File: src/rtl/stair_pkg.sv
package stair_pkg;
  localparam int CHAIN_MAX = 5;
  localparam int LEVEL_W   = 4;

  // Magnitude of the level at position idx inside one half of 2*n steps.
  function automatic int stair_mag(input int idx, input int n);
    return (idx <= n) ? idx : (2 * n - idx);
  endfunction

  // Thermometer code: the lowest mag chain lines on.
  function automatic logic [CHAIN_MAX-1:0] stair_chain(input int mag);
    logic [CHAIN_MAX-1:0] t;
    t = '0;
    for (int b = 0; b < CHAIN_MAX; b++) begin
      if (b < mag) t[b] = 1'b1;
    end
    return t;
  endfunction

  // Bridge pair: positive pair on bits 0/2, negative-or-zero pair on bits 1/3.
  function automatic logic [3:0] stair_bridge(input logic drive_pos);
    return drive_pos ? 4'b0101 : 4'b1010;
  endfunction
endpackage

File: src/rtl/stair_step_timer.sv
module stair_step_timer #(
  parameter int STEP_W = 16
) (
  input  logic              clk,
  input  logic              rst,
  input  logic              run,
  input  logic [STEP_W-1:0] len,
  output logic              step_done
);
  logic [STEP_W-1:0] cnt;
  logic [STEP_W-1:0] last_cnt;

  assign last_cnt  = (len == '0) ? '0 : len - STEP_W'(1);
  assign step_done = run && (cnt == last_cnt);

  always_ff @(posedge clk) begin
    if (rst)            cnt <= '0;
    else if (step_done) cnt <= '0;
    else if (run)       cnt <= cnt + STEP_W'(1);
  end

  // the dwell counter never runs past the latched step length
  assert_cnt_window_R5: assert property (@(posedge clk) disable iff (rst)
    cnt <= last_cnt);
endmodule

File: src/rtl/stair_walker.sv
module stair_walker #(
  parameter int LEVELS_N = 5,
  parameter int STEP_W   = 16
) (
  input  logic                                clk,
  input  logic                                rst,
  input  logic                                step_done,
  input  logic [STEP_W-1:0]                   step_in,
  output logic [$clog2(2*LEVELS_N)-1:0]       idx,
  output logic                                neg_half,
  output logic [STEP_W-1:0]                   cur_len,
  output logic                                period_wrap
);
  localparam int IDX_W    = $clog2(2 * LEVELS_N);
  localparam int LAST_IDX = 2 * LEVELS_N - 1;

  logic half_end;

  assign half_end    = step_done && (idx == IDX_W'(LAST_IDX));
  assign period_wrap = half_end && neg_half;

  always_ff @(posedge clk) begin
    if (rst) begin
      idx      <= '0;
      neg_half <= 1'b0;
      cur_len  <= step_in;
    end else if (step_done) begin
      idx <= half_end ? '0 : idx + IDX_W'(1);
      if (half_end)    neg_half <= ~neg_half;
      if (period_wrap) cur_len  <= step_in;
    end
  end

  // position stays inside one half
  assert_idx_range_R5: assert property (@(posedge clk) disable iff (rst)
    int'(idx) <= LAST_IDX);
  // the step length moves only on a period wrap
  assert_len_latch_R7: assert property (@(posedge clk) disable iff (rst)
    !period_wrap |=> cur_len == $past(cur_len));
  // the half flips only at the end of its last step
  assert_half_flip_R5: assert property (@(posedge clk) disable iff (rst)
    !half_end |=> neg_half == $past(neg_half));
endmodule

File: src/rtl/stair_gate_enc.sv
module stair_gate_enc
  import stair_pkg::*;
#(
  parameter int LEVELS_N = 5
) (
  input  logic [$clog2(2*LEVELS_N)-1:0] idx,
  input  logic                          neg_half,
  output logic [3:0]                    bridge_n,
  output logic [CHAIN_MAX-1:0]          chain_n,
  output logic signed [LEVEL_W-1:0]     level_n
);
  int                   mag;
  logic [CHAIN_MAX-1:0] therm;

  always_comb begin
    mag      = stair_mag(int'(idx), LEVELS_N);
    therm    = stair_chain(mag);
    bridge_n = stair_bridge(!neg_half && (mag != 0));
    level_n  = neg_half ? -LEVEL_W'(mag) : LEVEL_W'(mag);
  end

  for (genvar b = 0; b < CHAIN_MAX; b++) begin : g_chain
    if (b < LEVELS_N) begin : g_used
      assign chain_n[b] = therm[b];
    end else begin : g_tied
      assign chain_n[b] = 1'b0;
    end
  end
endmodule

File: src/rtl/stair_gate_seq.sv
module stair_gate_seq
  import stair_pkg::*;
#(
  parameter int LEVELS_N = 5,
  parameter int STEP_W   = 16
) (
  input  logic                     clk,
  input  logic                     rst,
  input  logic                     en,
  input  logic [STEP_W-1:0]        step_len,
  output logic [3:0]               bridge_g,
  output logic [CHAIN_MAX-1:0]     chain_g,
  output logic signed [LEVEL_W-1:0] level_o
);
  localparam int IDX_W = $clog2(2 * LEVELS_N);

  logic                      step_done;
  logic [IDX_W-1:0]          idx;
  logic                      neg_half;
  logic [STEP_W-1:0]         cur_len;
  logic                      period_wrap;
  logic [3:0]                bridge_n;
  logic [CHAIN_MAX-1:0]      chain_n;
  logic signed [LEVEL_W-1:0] level_n;

  stair_step_timer #(.STEP_W(STEP_W)) timer_i (
    .clk(clk), .rst(rst), .run(en), .len(cur_len), .step_done(step_done));

  stair_walker #(.LEVELS_N(LEVELS_N), .STEP_W(STEP_W)) walker_i (
    .clk(clk), .rst(rst), .step_done(step_done), .step_in(step_len),
    .idx(idx), .neg_half(neg_half), .cur_len(cur_len), .period_wrap(period_wrap));

  stair_gate_enc #(.LEVELS_N(LEVELS_N)) enc_i (
    .idx(idx), .neg_half(neg_half),
    .bridge_n(bridge_n), .chain_n(chain_n), .level_n(level_n));

  always_ff @(posedge clk) begin
    if (rst || !en) begin
      bridge_g <= '0;
      chain_g  <= '0;
      level_o  <= '0;
    end else begin
      bridge_g <= bridge_n;
      chain_g  <= chain_n;
      level_o  <= level_n;
    end
  end

  // the two bridge pairs never conduct together
  assert_bridge_exclusive_R6: assert property (@(posedge clk) disable iff (rst)
    !((bridge_g[0] || bridge_g[2]) && (bridge_g[1] || bridge_g[3])));
  // sign changes only through zero
  assert_no_sign_jump_R6: assert property (@(posedge clk) disable iff (rst)
    (level_o > 0) |=> (level_o >= 0));
  assert_no_sign_jump_neg_R6: assert property (@(posedge clk) disable iff (rst)
    (level_o < 0) |=> (level_o <= 0));
  // number of chain lines on equals the level magnitude
  assert_chain_matches_level_R2: assert property (@(posedge clk) disable iff (rst)
    $countones(chain_g) == int'(level_o < 0 ? -level_o : level_o));
  // disabling turns every gate off on the next edge
  assert_disabled_off_R8: assert property (@(posedge clk) disable iff (rst)
    !en |=> (bridge_g == '0 && chain_g == '0 && level_o == '0));
  // while running, the level moves by at most one unit per clock
  assert_level_step_R5: assert property (@(posedge clk) disable iff (rst)
    (en && $past(en)) |=> ((level_o - $past(level_o)) <= 1 && ($past(level_o) - level_o) <= 1));

  if (LEVELS_N < CHAIN_MAX) begin : g_reduced_chk
    // unused chain lines stay off in the reduced form
    assert_reduced_chain_R9: assert property (@(posedge clk) disable iff (rst)
      chain_g[CHAIN_MAX-1:LEVELS_N] == '0);
  end
endmodule

File: config.mk
export PLATFORM = sky130hd
export DESIGN_NAME = stair_gate_seq
export DESIGN_NICKNAME = d
export VERILOG_FILES = /design/src/rtl/stair_pkg.sv /design/src/rtl/stair_step_timer.sv /design/src/rtl/stair_walker.sv /design/src/rtl/stair_gate_enc.sv /design/src/rtl/stair_gate_seq.sv
export SDC_FILE = /design/constraint.sdc
export NUM_CORES = 1
export LEC_CHECK = 0
export ABC_AREA = 1
export BUFFER_PORTS_ARGS = -buffer_cell sky130_fd_sc_hd__buf_4
export CAP_MARGIN = 20
export CORE_ASPECT_RATIO = 0.7
export CORE_MARGIN = 8
export CORE_UTILIZATION = 60
export CTS_CLUSTER_DIAMETER = 30
export CTS_CLUSTER_SIZE = 40
export DETAILED_ROUTE_END_ITERATION = 8
export PLACE_DENSITY = 0.81
export SYNTH_ARGS = -nofsm -noshare
export SYNTH_HDL_FRONTEND = slang
export SYNTH_SLANG_ARGS = --single-unit
File: constraint.sdc
create_clock -name clk -period 7.1 [get_ports clk]
set_input_delay 0.355 -clock clk [delete_from_list [all_inputs] [get_ports clk]]
set_output_delay 0.355 -clock clk [all_outputs]
set_load 0.01 [all_outputs]
=== After elaboration in Yosys (flattened, before gate mapping) ===
Index checks and enable logic that the tools add are counted.

* Register bits after elaboration: 50
* Word-level logic and storage cells: 48
* Input port bits: 19
* Output and inout bits: 13

* Reductions and logical operators: 14
* Equality and inequality tests: 2
* $lt $le $gt $ge: 6
* Bitwise operators: 1
* Multiplexer cells: 13
* Add/subtract/negate cells: 5

{| class="wikitable"
|+ Operators by type and width
! operator !! number
|-
| $lt A3 B32 Y1 const A || 2
|-
| $mux W16 || 4
|-
| $lt A1 B32 Y1 const A || 1
|-
| $lt A2 B32 Y1 const A || 1
|-
| $lt A4 B32 Y1 const A || 1
|-
| $mux W32 || 1
|-
| $reduce_bool A32 Y1 || 1
|-
| $add A16 B1 Y16 const B || 1
|-
| $eq A16 B16 Y1 || 1
|-
| $logic_not A16 Y1 || 1
|-
| $sub A16 B1 Y16 const B || 1
|-
| $mux W4 || 3
|-
| $mux W1 || 5
|-
| $sub A4 B4 Y5 const A || 1
|-
| $add A4 B1 Y4 const B || 1
|-
| $eq A4 B4 Y1 const B || 1
|-
| $le A4 B3 Y1 const B || 1
|-
| $logic_and A1 B1 Y1 || 4
|-
| $neg A4 Y4 || 1
|-
| $reduce_and A2 Y1 || 2
|-
| $reduce_bool A2 Y1 || 2
|-
| $logic_not A1 Y1 || 2
|-
| $reduce_or A2 Y1 || 1
|-
| $logic_or A1 B1 Y1 || 1
|-
| $not A1 Y1 || 1
|}

=== Longest topological paths before layout ===
Gate-level depths: netlist of the first run.

* Depth after elaboration: 9
* Mapped depth: 17
* Gate-level depth less buffers: 17

=== Hierarchy ===
A second synthesis of the first run with hierarchy kept.

* Cells, all modules: 435
* Area, all modules: 3125.5 sq um

{| class="wikitable"
|+ Modules (own cells, without submodules)
! module !! seq. area each (sq um) !! cells each !! area an instance (sq um) !! times used
|-
| stair_step_timer || 320.3 || 281 || 1655.3 || 1
|-
| stair_walker || 580.6 || 59 || 772.0 || 1
|-
| stair_gate_seq || 260.2 || 42 || 409.1 || 1
|-
| stair_gate_enc || 0.0 || 53 || 289.0 || 1
|}

=== Worst setup path after synthesis of the first run ===
Ideal clock, no wire load.

* Path kind: reg-to-reg
* Start: register walker_i.cur_len[0]
* End: register walker_i.cur_len[0] (enable)
* Path buffers: 1
* Arrival: 2.259 ns
* Setup time: 0.364 ns
* Cell stages (with the launch flop): 15
* Slack: 4.478 ns
* Data required time: 6.736 ns
* Period minus slack after synthesis: 2.622 ns
* Cells stage by stage: edfxtp_1 -> inv_1 -> ha_1 -> nand2_2 -> nor2_4 -> nand2_4 -> buf_6 -> nand2_2 -> xor2_1 -> nand4_1 -> nor2_2 -> nand3_1 -> nand2_1 -> nand2_1 -> inv_1

* Longest elaborated chain between the ends: 8
* Elaborated cells on any way between the ends: 10
* Those cells by class: 1 x add/sub; 1 x eq/ne; 1 x mux; 7 x reduce/logical

{| class="wikitable"
|+ Ends and longest elaborated chain
! what !! line !! source
|-
| start, declared || stair_walker.sv:11 || <nowiki>output logic [STEP_W-1:0] cur_len,</nowiki>
|-
| start signal, assigned || stair_walker.sv:26 || <nowiki>cur_len <= step_in;</nowiki>
|-
| start signal, assigned || stair_walker.sv:30 || <nowiki>if (period_wrap) cur_len <= step_in;</nowiki>
|-
| $sub A16 B1 Y16 / $logic_not A16 Y1 (equally long branches) || stair_step_timer.sv:13 || <nowiki>assign last_cnt = (len == '0) ? '0 : len - STEP_W'(1);</nowiki>
|-
| $mux W16 (*) || stair_step_timer.sv:13 ||
|-
| $eq A16 B16 Y1 (*) || stair_step_timer.sv:14 || <nowiki>assign step_done = run && (cnt == last_cnt);</nowiki>
|-
| $logic_and A1 B1 Y1 (*) || stair_step_timer.sv:14 ||
|-
| $logic_and A1 B1 Y1 || stair_walker.sv:19 || <nowiki>assign half_end = step_done && (idx == IDX_W'(LAST_IDX));</nowiki>
|-
| $logic_and A1 B1 Y1 || stair_walker.sv:20 || <nowiki>assign period_wrap = half_end && neg_half;</nowiki>
|-
| $reduce_bool A2 Y1 (no source line) || n/a ||
|-
| $reduce_and A2 Y1 (no source line) (*) || n/a ||
|}

Every way passes the cells marked *; elsewhere a longest branch is shown, timed or not.
A chain may end at the register's enable or synchronous reset.

=== Final worst setup path of the first run ===
Ends and elaborated chain as after synthesis.

==> impl_metrics.py, run 1 <==
metrics = {
    "yosys": {
        "seq_area_frac_synth": 0.413,
        "yosysWarnings": 0,
        "synthCells": 377,
        "ys_seq_elements": 48,
        "mappedNetlistArea_sq_mm": 0.00272,
        "syn_area_per_cell_sq_um": 7.20,
        "yosysUniqueCellTypes": 28,
        "syn-num-nets": 402,
    },
    "detailed_routing": {
        "detail-route-antenna-nets": 0,
        "viasPerCell": 5.20,
        "first_iter_violations": 181,
        "route.detailed.drc": 0,
        "dr.pass1.iters": 5,
        "wl_microns": 5640,
        "vias": 2422,
        "post_drt_wl_per_cell_microns": 12.1,
    },
    "worst_setup_path": {
        "cp_common_cell": "nand2_1",
        "critPathCaptureType": "flip-flop",
        "critPathRequiredTime_ns": 7.05,
        "crit_arrival_ns": 2.97,
        "worst-path-max-fanout": 25,
        "r2r_start": "walker_i.cur_len[0]$_DFFE_PP_",
        "worstPathCellList": "inv_1 > ha_1 > nand2_2 > nor2_4 > nand2_4 > nand3_1 > nand2_1 > nor2_1 > nand4_1 > nor2_2 > nand3_1 > nand2_1 > nand2_1 > inv_1",
        "crit_type": "flip-flop to flip-flop",
        "setup.worst_path.start_class": "flip-flop",
        "worstSetupStartpoint": "walker_i.cur_len[0]$_DFFE_PP_",
        "max_stage_delay_ns": 0.44,
        "critPathSlowestCell": "inv_1",
    },
    "grt": {
        "grtUsageTotal": 0.170,
        "grt_max_degree": 26,
        "grt_pass1_vias": 2162,
        "antenna_found_initial": 0,
        "grt-ovfl-total": 0,
        "grt_pass1_wl_microns": 9490,
    },
    "sta": {
        "setup_viol": 0,
        "worst_pin_slew_ns": 0.987,
        "period_needed_ns": 3.02,
        "hold_viol": 0,
        "fin_skew_ns": 0.00771,
        "finalCritPeriodShare": 0.426,
        "slew_viol_final": 0,
        "setup_tns_ns": 0,
        "slew_headroom": 0.336,
        "rsz0062_at_grt": "no",
        "timing.hold.ws_ns": 0.219,
        "fmax_ghz": 0.331,
    },
    "cts": {
        "cts_resized": 0,
        "cts.hold.buffers_added": 0,
        "clock_latency_ns": 0.30,
        "h-tree-depth": 2,
        "cts-root-buf": "clkbuf_8",
        "tritoncts": "done",
        "cts_setup_buffers": 0,
        "cts_buffers": 5,
        "clk_path_buf_depth": 2,
        "cts.sinks": 48,
        "path_clk_slew_ns": 0.09,
    },
    "placement": {
        "place_inst": 458,
        "placed_area_sq_mm": 0.00297,
        "gp_congestion": 0.903,
        "hpwl_microns": 4440,
        "numPortBuffers": 31,
    },
    "floorplanning": {
        "start_util": 0.624,
        "dieWidth_microns": 96.4,
        "rows": 20,
        "pin_count": 32,
        "die_y_microns": 72.3,
        "core_sq_mm": 0.00435,
        "die_area_sq_mm": 0.00697,
    },
    "layout": {
        "layoutNonFillerInstCount": 466,
        "layout_commonest_cell": "nand2_1",
        "area_growth_pct": 13.3,
        "drive_gt1_frac": 0.136,
        "num_antenna_cells": 0,
        "final_area_sq_mm": 0.00308,
        "layout_common_cells": "nand2_1, nor2_1, inv_1",
        "final_nets": 435,
    },
    "power_and_ir_drop": {
        "max-vdd-ir-drop_mv": 0.134,
        "power_density_mw_per_mm2": 169,
        "leakage_uw": 0.00141,
    },
    "min_path": {
        "hold_class": "input port to flip-flop",
        "hp-start": "step_len[12]",
    },
    "status": {
        "status": "complete, no violations",
    },
    "flow_run": {
        "maxCapViolations": 0,
    },
}
[routing by layer]
metal	part of all wire	vias to the layer above	global-route usage	routed length, microns
met1	0.50	1064	0.244	2830
met2	0.41	91	0.241	2330
met4	0.0085	0	0.0385	48
met5	0	-	0	0
met3	0.076	8	0.0515	429
li1	-	1259	-	-
[worst paths after layout]
path,cells past startpoint,end,slack [ns]
setup / recovery,14,walker_i.cur_len[0]$_DFFE_PP_,4.08
setup reg to reg,14,walker_i.cur_len[0]$_DFFE_PP_,4.08
hold reg to reg,2,timer_i.cnt[15]$_SDFFE_PP0P_,0.51
hold / removal,1,walker_i.cur_len[12]$_DFFE_PP_,0.22
[sequential cells by signal (all words and copies together) (netlist names)]
signal             count
chain_g                5
walker_i.cur_len      16
level_o                4
walker_i.neg_half      1
bridge_g               2
timer_i.cnt           16
walker_i.idx           4
[power breakdown]
part           internal [uW]  switching (uW)
clock                   92.3            94.7
sequential               290            5.24
combinational           16.7            22.8
total                    399             123
[critical path, delay by kind of cell, from the launching register on]
family	cells	cell delay, ns
fa+ha+maj	1	0.28
buf+inv	2	0.62
flops	1	0.36
simple gates	11	1.39
[synthesized netlist by cell type, drive strengths merged]
cell      n  area, sq um
xnor2     2         17.5
o21ai     3         15.0
nor2     67          294
nor4      1         6.26
and3      1         6.26
nand2   104          415
clkinv    1         3.75
inv      52          195
buf       5         48.8
o21a      2         15.0
and2      1         6.26
ha        6         75.1
nand4    11         68.8
nor3      6         30.0
dfxtp    32          641
o211ai    1         7.51
o31ai     1         7.51
or2       2         12.5
nand3    32          160
o21bai    2         15.0
a21oi    16         80.1
edfxtp   16          480
xor2     13          114
[cells by family (layout without fill, tap and decap cells)]
logic type,count (synthesis),in the layout,synth area share
DFF,48,48,0.413
buffers and inverters,58,92,0.0912
xor gates and xnor gates,15,15,0.0484
AOI/OAI and AO/OA,25,25,0.0516
and+or+nand+nor,225,225,0.368
adders and majority gates,6,6,0.0276
[area by class of cell]
cell class	count	area, sq um
repair buffers	31	233
clock inverters	2	15.0
flip-flops and latches	48	1120
fillers	361	1280
multi-input cells	271	1350
well taps	55	68.8
clock buffers	6	93.8
inverters	53	199
[stage by stage]
step                total power, uW  setup WS (ns)  utilization
global route                    544           3.78        0.707
floorplan                       326           4.48            -
finish                          521           4.08        0.707
global placement                339           4.24        0.682
CTS                             525           4.09        0.707
detailed placement              340           4.11        0.682
Power figures use the tool's default switching activity.
==> inputs of run 2 (changes only) <==
--- a/config.mk
+++ b/config.mk
@@ -5,16 +5,16 @@
 export SDC_FILE = /design/constraint.sdc
 export NUM_CORES = 1
 export LEC_CHECK = 0
-export ABC_AREA = 1
+export ABC_AREA = 0
 export BUFFER_PORTS_ARGS = -buffer_cell sky130_fd_sc_hd__buf_4
 export CAP_MARGIN = 20
 export CORE_ASPECT_RATIO = 0.7
 export CORE_MARGIN = 8
-export CORE_UTILIZATION = 60
+export CORE_UTILIZATION = 58
 export CTS_CLUSTER_DIAMETER = 30
 export CTS_CLUSTER_SIZE = 40
 export DETAILED_ROUTE_END_ITERATION = 8
-export PLACE_DENSITY = 0.81
+export PLACE_DENSITY = 0.78
 export SYNTH_ARGS = -nofsm -noshare
 export SYNTH_HDL_FRONTEND = slang
 export SYNTH_SLANG_ARGS = --single-unit
==> constraint.sdc (replaced) <==
create_clock -name clk -period 2.95 [get_ports clk]
set_input_delay 0.1475 -clock clk [delete_from_list [all_inputs] [get_ports clk]]
set_output_delay 0.1475 -clock clk [all_outputs]
set_load 0.01 [all_outputs]
==> run 2 against run 1 <==
Compared with the run above: the run now ends with setup timing left; fmax decreased by 5.4%; sequential power increased by 150%; design area increased by 13%; non-clock buffer count increased by 40; worst hold slack got worse by 0.20 ns; register-to-register slack got worse by 4.3 ns; sequential cell count unchanged; via count increased by 3.1%; largest power group unchanged.
==> impl_metrics.py, run 2 <==
metrics = {
    "status": {
        "status": "finished with violations",
        "violations": "setup timing",
    },
    "worst_setup_path": {
        "critPathSlowestCell": "or4_4",
        "critPathRequiredTime_ns": 3.15,
        "path_delay_family": "simple AND/OR/NAND/NOR gates",
        "path_buf_inv": 3,
        "worst-path-max-fanout": 8,
        "max_stage_delay_ns": 0.58,
        "setup.worst_path.start_class": "flip-flop",
        "worstPathCellList": "or4_4 > or3_4 > or4_4 > and3_4 > nor4_4 > buf_4 > nand4bb_4 > buf_4 > o21bai_4 > clkbuf_16 > nor2_1",
        "crit_type": "flip-flop to flip-flop",
        "crit_arrival_ns": 3.39,
        "critPathCaptureType": "flip-flop",
    },
    "yosys": {
        "syn_area_per_cell_sq_um": 9.04,
        "synthTopCellsByArea": "dfxtp_1, edfxtp_1, nor2_1",
        "yosysWarnings": 0,
        "ys_seq_elements": 48,
        "synth_edf_count": 16,
        "seq_area_frac_synth": 0.412,
        "yosys.area.top_type": "dfxtp_1",
        "syn-num-nets": 326,
        "mappedNetlistArea_sq_mm": 0.00272,
        "ys.flop_type": "dfxtp_1",
        "synth_top_area_frac": 0.235,
        "synth.most_common_cell": "nor2_1",
        "synth-async-reset-ratio": 0,
        "synthCells": 301,
        "synth_common_cells": "nor2_1, dfxtp_1, a21oi_1, edfxtp_1, nand2_1",
        "yosysUniqueCellTypes": 56,
    },
    "placement": {
        "numPortBuffers": 31,
        "pre_cts_ws_ns": -0.292,
        "hpwl_microns": 5050,
        "gp_congestion": 0.926,
    },
    "detailed_routing": {
        "wl_microns": 6980,
        "m1WireLength_microns": 3350,
        "first_iter_violations": 200,
        "vias": 2498,
        "post_drt_wl_per_cell_microns": 16.6,
        "viasPerCell": 5.93,
        "top_layer": "met4",
        "detail-route-antenna-nets": 0,
        "dr_wl_met2_microns": 2960,
        "dr.pass1.iters": 5,
        "route.detailed.drc": 0,
        "wl_met3_microns": 569,
    },
    "layout": {
        "utilization": 0.750,
        "num_antenna_cells": 0,
        "final_nets": 388,
        "layout_common_cells": "buf_4, nor2_1, dfxtp_1",
        "layout_commonest_cell": "buf_4",
        "area_growth_pct": 28.2,
        "drive_gt1_frac": 0.280,
        "reg.largest.list": "timer_i.cnt: 16 flops, walker_i.cur_len: 16 flops, chain_g: 5 flops",
    },
    "floorplanning": {
        "rows": 21,
        "dieWidth_microns": 97.9,
        "die_y_microns": 73.3,
        "core_sq_mm": 0.00465,
        "die_area_sq_mm": 0.00717,
        "start_util": 0.585,
        "pin_count": 32,
    },
    "cts": {
        "tritoncts": "done",
        "cts-root-buf": "clkbuf_8",
        "clk_path_buf_depth": 2,
        "h-tree-depth": 2,
        "cts_buffers": 5,
        "cts.sinks": 48,
        "clock_latency_ns": 0.30,
        "cts.hold.buffers_added": 0,
        "path_clk_slew_ns": 0.09,
    },
    "power_and_ir_drop": {
        "p_comb_frac": 0.165,
        "clockPowerShare": 0.294,
        "power_density_mw_per_mm2": 388,
        "max-vdd-ir-drop_mv": 0.263,
        "leakage_uw": 0.00131,
        "seq_power_share": 0.541,
        "power.internal_uw": 1010,
        "swShare": 0.257,
        "p_sw_uw": 348,
        "p_total_uw": 1360,
    },
    "grt": {
        "grt-ovfl-total": 0,
        "antenna_found_initial": 0,
        "grt_max_degree": 17,
        "grtUsageTotal": 0.186,
        "grt_pass1_wl_microns": 10700,
        "grt_pass1_vias": 2228,
    },
    "sta": {
        "hold_viol": 0,
        "worst_pin_slew_ns": 0.505,
        "rsz0062_at_grt": "yes",
        "timing.hold.ws_ns": 0.0155,
        "fmax_ghz": 0.313,
        "slew_viol_final": 0,
        "setup_ws_ns": -0.244,
        "slew_headroom": 0.664,
        "setup_viol": 37,
        "period_needed_ns": 3.19,
        "fin_skew_ns": 0.00584,
        "finalCritPeriodShare": 1.08,
    },
    "min_path": {
        "hold_class": "input port to flip-flop",
    },
    "flow_run": {
        "maxCapViolations": 0,
    },
}
==> run 2: power groups by stage <==
| stage | clock (uW) | sequential (uW) | combinational, uW |
|---|---|---|---|
| finish | 398 | 733 | 224 |
| global route | 432 | 737 | 241 |
| CTS | 407 | 732 | 210 |
| detailed placement | 0 | 747 | 205 |
| global placement | 0 | 745 | 200 |
| floorplan | 0 | 743 | 120 |
==> run 2: what timing repair did <==
action / 4_1_cts / 5_1_grt
cloned: 1 / 1
pin swaps: 5 / 6
setup buffers: 2 / 2
setup endpoints to repair: 37 / 37
resized for setup: 5 / 9
==> run 2: final cells by class <==
type / instances / area (sq um)
multi-input combinational: 226 / 1590
clock buffer: 6 / 82.6
timing repair buffer: 71 / 571
fill: 323 / 1160
inverter: 11 / 41.3
clock inverter: 2 / 10.0
tap: 57 / 71.3
sequential: 48 / 1120
==> run 2: cells by family after synthesis <==
| family | synth area share |
|---|---|
| and+or+nand+nor | 0.280 |
| AOI/OAI and AO/OA | 0.143 |
| DFF | 0.412 |
| buffers and inverters | 0.0441 |
| xor gates and xnor gates | 0.0869 |
| adders and majority gates | 0.0276 |
| muxes | 0.00736 |
==> run 2: final timing paths <==
kind | startpoint | endpoint | slack, ns | cells after the start
hold reg to reg | walker_i.idx[1]$_SDFFE_PP0P_ | walker_i.idx[1]$_SDFFE_PP0P_ | 0.54 | 2
setup / recovery | walker_i.cur_len[1]$_DFFE_PP_ | timer_i.cnt[6]$_SDFFE_PP0P_ | -0.24 | 11
setup reg to reg | walker_i.cur_len[1]$_DFFE_PP_ | timer_i.cnt[6]$_SDFFE_PP0P_ | -0.24 | 11
hold / removal | step_len[0] | walker_i.cur_len[0]$_DFFE_PP_ | 0.02 | 1
==> run 2: stage by stage <==
step,setup TNS (ns),instance area [sq um],std cells
after floorplan,-4.31,2770,301
after global placement,-2.37,3260,407
after detailed placement,-7.75,3260,407
after CTS,-4.15,3400,418
after global routing,-10.28,3490,421
final,-8.15,3490,421
==> run 2: metal layers <==
metal | GRT usage | up-vias
met4 | 0.0687 | 0
met1 | 0.260 | 1156
met2 | 0.268 | 114
li1 | - | 1218
met3 | 0.0473 | 10
met5 | 0 | -
==> inputs of run 3 (changes only) <==
--- a/config.mk
+++ b/config.mk
@@ -10,11 +10,12 @@
 export CAP_MARGIN = 20
 export CORE_ASPECT_RATIO = 0.7
 export CORE_MARGIN = 8
-export CORE_UTILIZATION = 58
+export CORE_UTILIZATION = 60
 export CTS_CLUSTER_DIAMETER = 30
 export CTS_CLUSTER_SIZE = 40
 export DETAILED_ROUTE_END_ITERATION = 8
-export PLACE_DENSITY = 0.78
+export GPL_TIMING_DRIVEN = 1
+export PLACE_DENSITY = 0.81
 export SYNTH_ARGS = -nofsm -noshare
 export SYNTH_HDL_FRONTEND = slang
 export SYNTH_SLANG_ARGS = --single-unit
==> constraint.sdc (replaced) <==
create_clock -name clk -period 3.7 [get_ports clk]
set_input_delay 0.185 -clock clk [delete_from_list [all_inputs] [get_ports clk]]
set_output_delay 0.185 -clock clk [all_outputs]
set_load 0.01 [all_outputs]
==> run 3 against run 2 <==
Compared with the run above: the flow now finishes without violations; cell count is 9.0% lower; combinational power down 46%; setup slack improved by 0.45 ns; clock skew is 0.0058 ns higher; power shrank 19%; via count decreased by 5.6%; global-route usage about the same; sequential power down 18%; first-iteration DRC count up 16%; sequential share of layout area is 3.9 points higher; worst hold slack better by 0.036 ns; utilization shrank 3.7 points; largest cell class unchanged; highest routed layer unchanged.
==> impl_metrics.py, run 3 (synthesis gave the netlist of run 2 again) <==
metrics = {
    "cts": {
        "cts.sinks": 48,
        "h-tree-depth": 2,
        "clock_latency_ns": 0.31,
        "cts.hold.buffers_added": 0,
        "cts_setup_buffers": 0,
        "cts_resized": 0,
        "path_clk_slew_ns": 0.09,
        "cts_buffers": 5,
        "cts-root-buf": "clkbuf_8",
        "tritoncts": "done",
        "clk_path_buf_depth": 2,
    },
    "worst_setup_path": {
        "critPathRequiredTime_ns": 3.72,
        "r2r_start": "walker_i.cur_len[0]$_DFFE_PP_",
        "critPathCaptureType": "flip-flop",
        "setup.worst_path.start_class": "flip-flop",
        "path_delay_family": "compound AO/OA/AOI/OAI gates",
        "crit_arrival_ns": 3.51,
        "worst-path-max-fanout": 16,
        "path_buf_inv": 2,
        "critPathSlowestCell": "or4b_1",
        "worstSetupStartpoint": "walker_i.cur_len[0]$_DFFE_PP_",
        "max_stage_delay_ns": 0.66,
        "crit_type": "flip-flop to flip-flop",
        "worstPathCellList": "inv_1 > ha_1 > or4b_1 > o31ai_1 > nand4_1 > a21o_1 > a32oi_1 > nor2b_2 > a41o_1 > buf_12",
    },
    "placement": {
        "place_inst": 375,
        "numPortBuffers": 31,
        "gp_congestion": 0.932,
        "hpwl_microns": 4740,
    },
    "min_path": {
        "hp-start": "step_len[9]",
        "hold_class": "input port to flip-flop",
    },
    "sta": {
        "finalCritPeriodShare": 0.945,
        "rsz0062_at_grt": "no",
        "setup_tns_ns": 0,
        "fin_skew_ns": 0.0116,
        "slew_viol_final": 0,
        "hold_viol": 0,
        "period_needed_ns": 3.50,
        "slew_headroom": 0.553,
        "worst_pin_slew_ns": 0.670,
        "setup_viol": 0,
        "fmax_ghz": 0.286,
    },
    "detailed_routing": {
        "route.detailed.drc": 0,
        "first_iter_violations": 232,
        "detail-route-antenna-nets": 0,
        "vias": 2358,
        "wl_microns": 6290,
        "post_drt_wl_per_cell_microns": 16.4,
        "dr.pass1.iters": 5,
        "viasPerCell": 6.16,
    },
    "power_and_ir_drop": {
        "power.internal_uw": 825,
        "max-vdd-ir-drop_mv": 0.329,
        "p_sw_uw": 275,
        "p_comb_frac": 0.110,
        "seq_power_share": 0.545,
        "clockPowerShare": 0.345,
        "leakage_uw": 0.00112,
        "swShare": 0.250,
        "power_density_mw_per_mm2": 354,
    },
    "layout": {
        "fill_cells": 334,
        "area_growth_pct": 14.2,
        "num_antenna_cells": 0,
        "layoutNonFillerInstCount": 383,
        "drive_gt1_frac": 0.165,
        "layout_commonest_cell": "nor2_1",
        "utilization": 0.714,
        "regArea_sq_mm": 0.00112,
        "multiInputGateArea_sq_mm": 0.00148,
        "reg.largest.list": "timer_i.cnt: 16 flops, walker_i.cur_len: 16 flops, chain_g: 5 flops",
        "layout_common_cells": "nor2_1, buf_4, dfxtp_1",
        "final_nets": 352,
    },
    "floorplanning": {
        "dieWidth_microns": 96.5,
        "pin_count": 32,
        "die_area_sq_mm": 0.00698,
        "rows": 20,
        "core_sq_mm": 0.00435,
        "die_y_microns": 72.3,
        "start_util": 0.625,
    },
    "grt": {
        "grt_max_degree": 17,
        "grt_pass1_vias": 2138,
        "grt-ovfl-total": 0,
        "grt_pass1_wl_microns": 10300,
        "antenna_found_initial": 0,
        "met3_usage": 0.0474,
        "global_route.usage.met2": 0.257,
        "use_met1": 0.275,
        "grt_busiest_layer": "met1",
        "grtUsageTotal": 0.186,
    },
    "status": {
        "status": "complete, no violations",
    },
    "flow_run": {
        "maxCapViolations": 0,
    },
}
-- run 3: changes by cell type in the layout (fill, tap and decap cells not counted), sizes merged --
cell and change:
bufinv +1, clkinv -1, a41o -1, clkbuf -2
inv +1, buf -34
-- run 3: power groups by stage --
stage,sequential [uW],combinational (uW),clock (uW)
6_report,599,121,379
3_3_place_gp,609,116,0
4_1_cts,597,119,382
3_5_place_dp,609,118,0
2_1_floorplan,593,90.4,0
5_1_grt,602,131,399
-- run 3: worst reg2reg max path: stages, from the launching register on --
cell and delay, ns:
edfxtp_1 0.46, inv_1 0.09, ha_1 0.21, or4b_1 0.66, o31ai_1 0.38, nand4_1 0.14
a21o_1 0.18, a32oi_1 0.35, nor2b_2 0.33, a41o_1 0.25, buf_12 0.16
-- run 3: per-layer routing --
metal / routed length [microns] / vias to the layer above
met5: 0 / -
met4: 61 / 0
met3: 655 / 8
met2: 2640 / 128
met1: 2930 / 1079
li1: - / 1143
-- run 3: stage by stage --
stage | area [sq um] | setup WS (ns) | total power, uW | hold WS (ns)
floorplan | 2720 | 0.218 | 683 | 0.254
global placement | 2990 | 0.305 | 725 | 0.363
detailed placement | 2990 | 0.187 | 728 | 0.364
CTS | 3100 | 0.160 | 1100 | 0.0509
global route | 3110 | 0.0247 | 1130 | 0.0410
finish | 3110 | 0.203 | 1100 | 0.0518
-- run 3: path summary, 6_finish.rpt --
check	end	slack, ns	cells after the start
worst min register to register	walker_i.idx[1]$_SDFFE_PP0P_	0.56	2
worst max register to register	walker_i.cur_len[1]$_DFFE_PP_	0.20	10
worst min-delay path	walker_i.cur_len[9]$_DFFE_PP_	0.05	1
worst max-delay path	walker_i.cur_len[1]$_DFFE_PP_	0.20	10
-- run 3: layout make-up --
type / count / share of cell area
clock buffer: 5 / 0.0222
clock inverter: 3 / 0.0133
inverter: 11 / 0.0133
multi-input combinational: 225 / 0.477
sequential: 48 / 0.361
tap: 55 / 0.0222
timing repair buffer: 36 / 0.0910
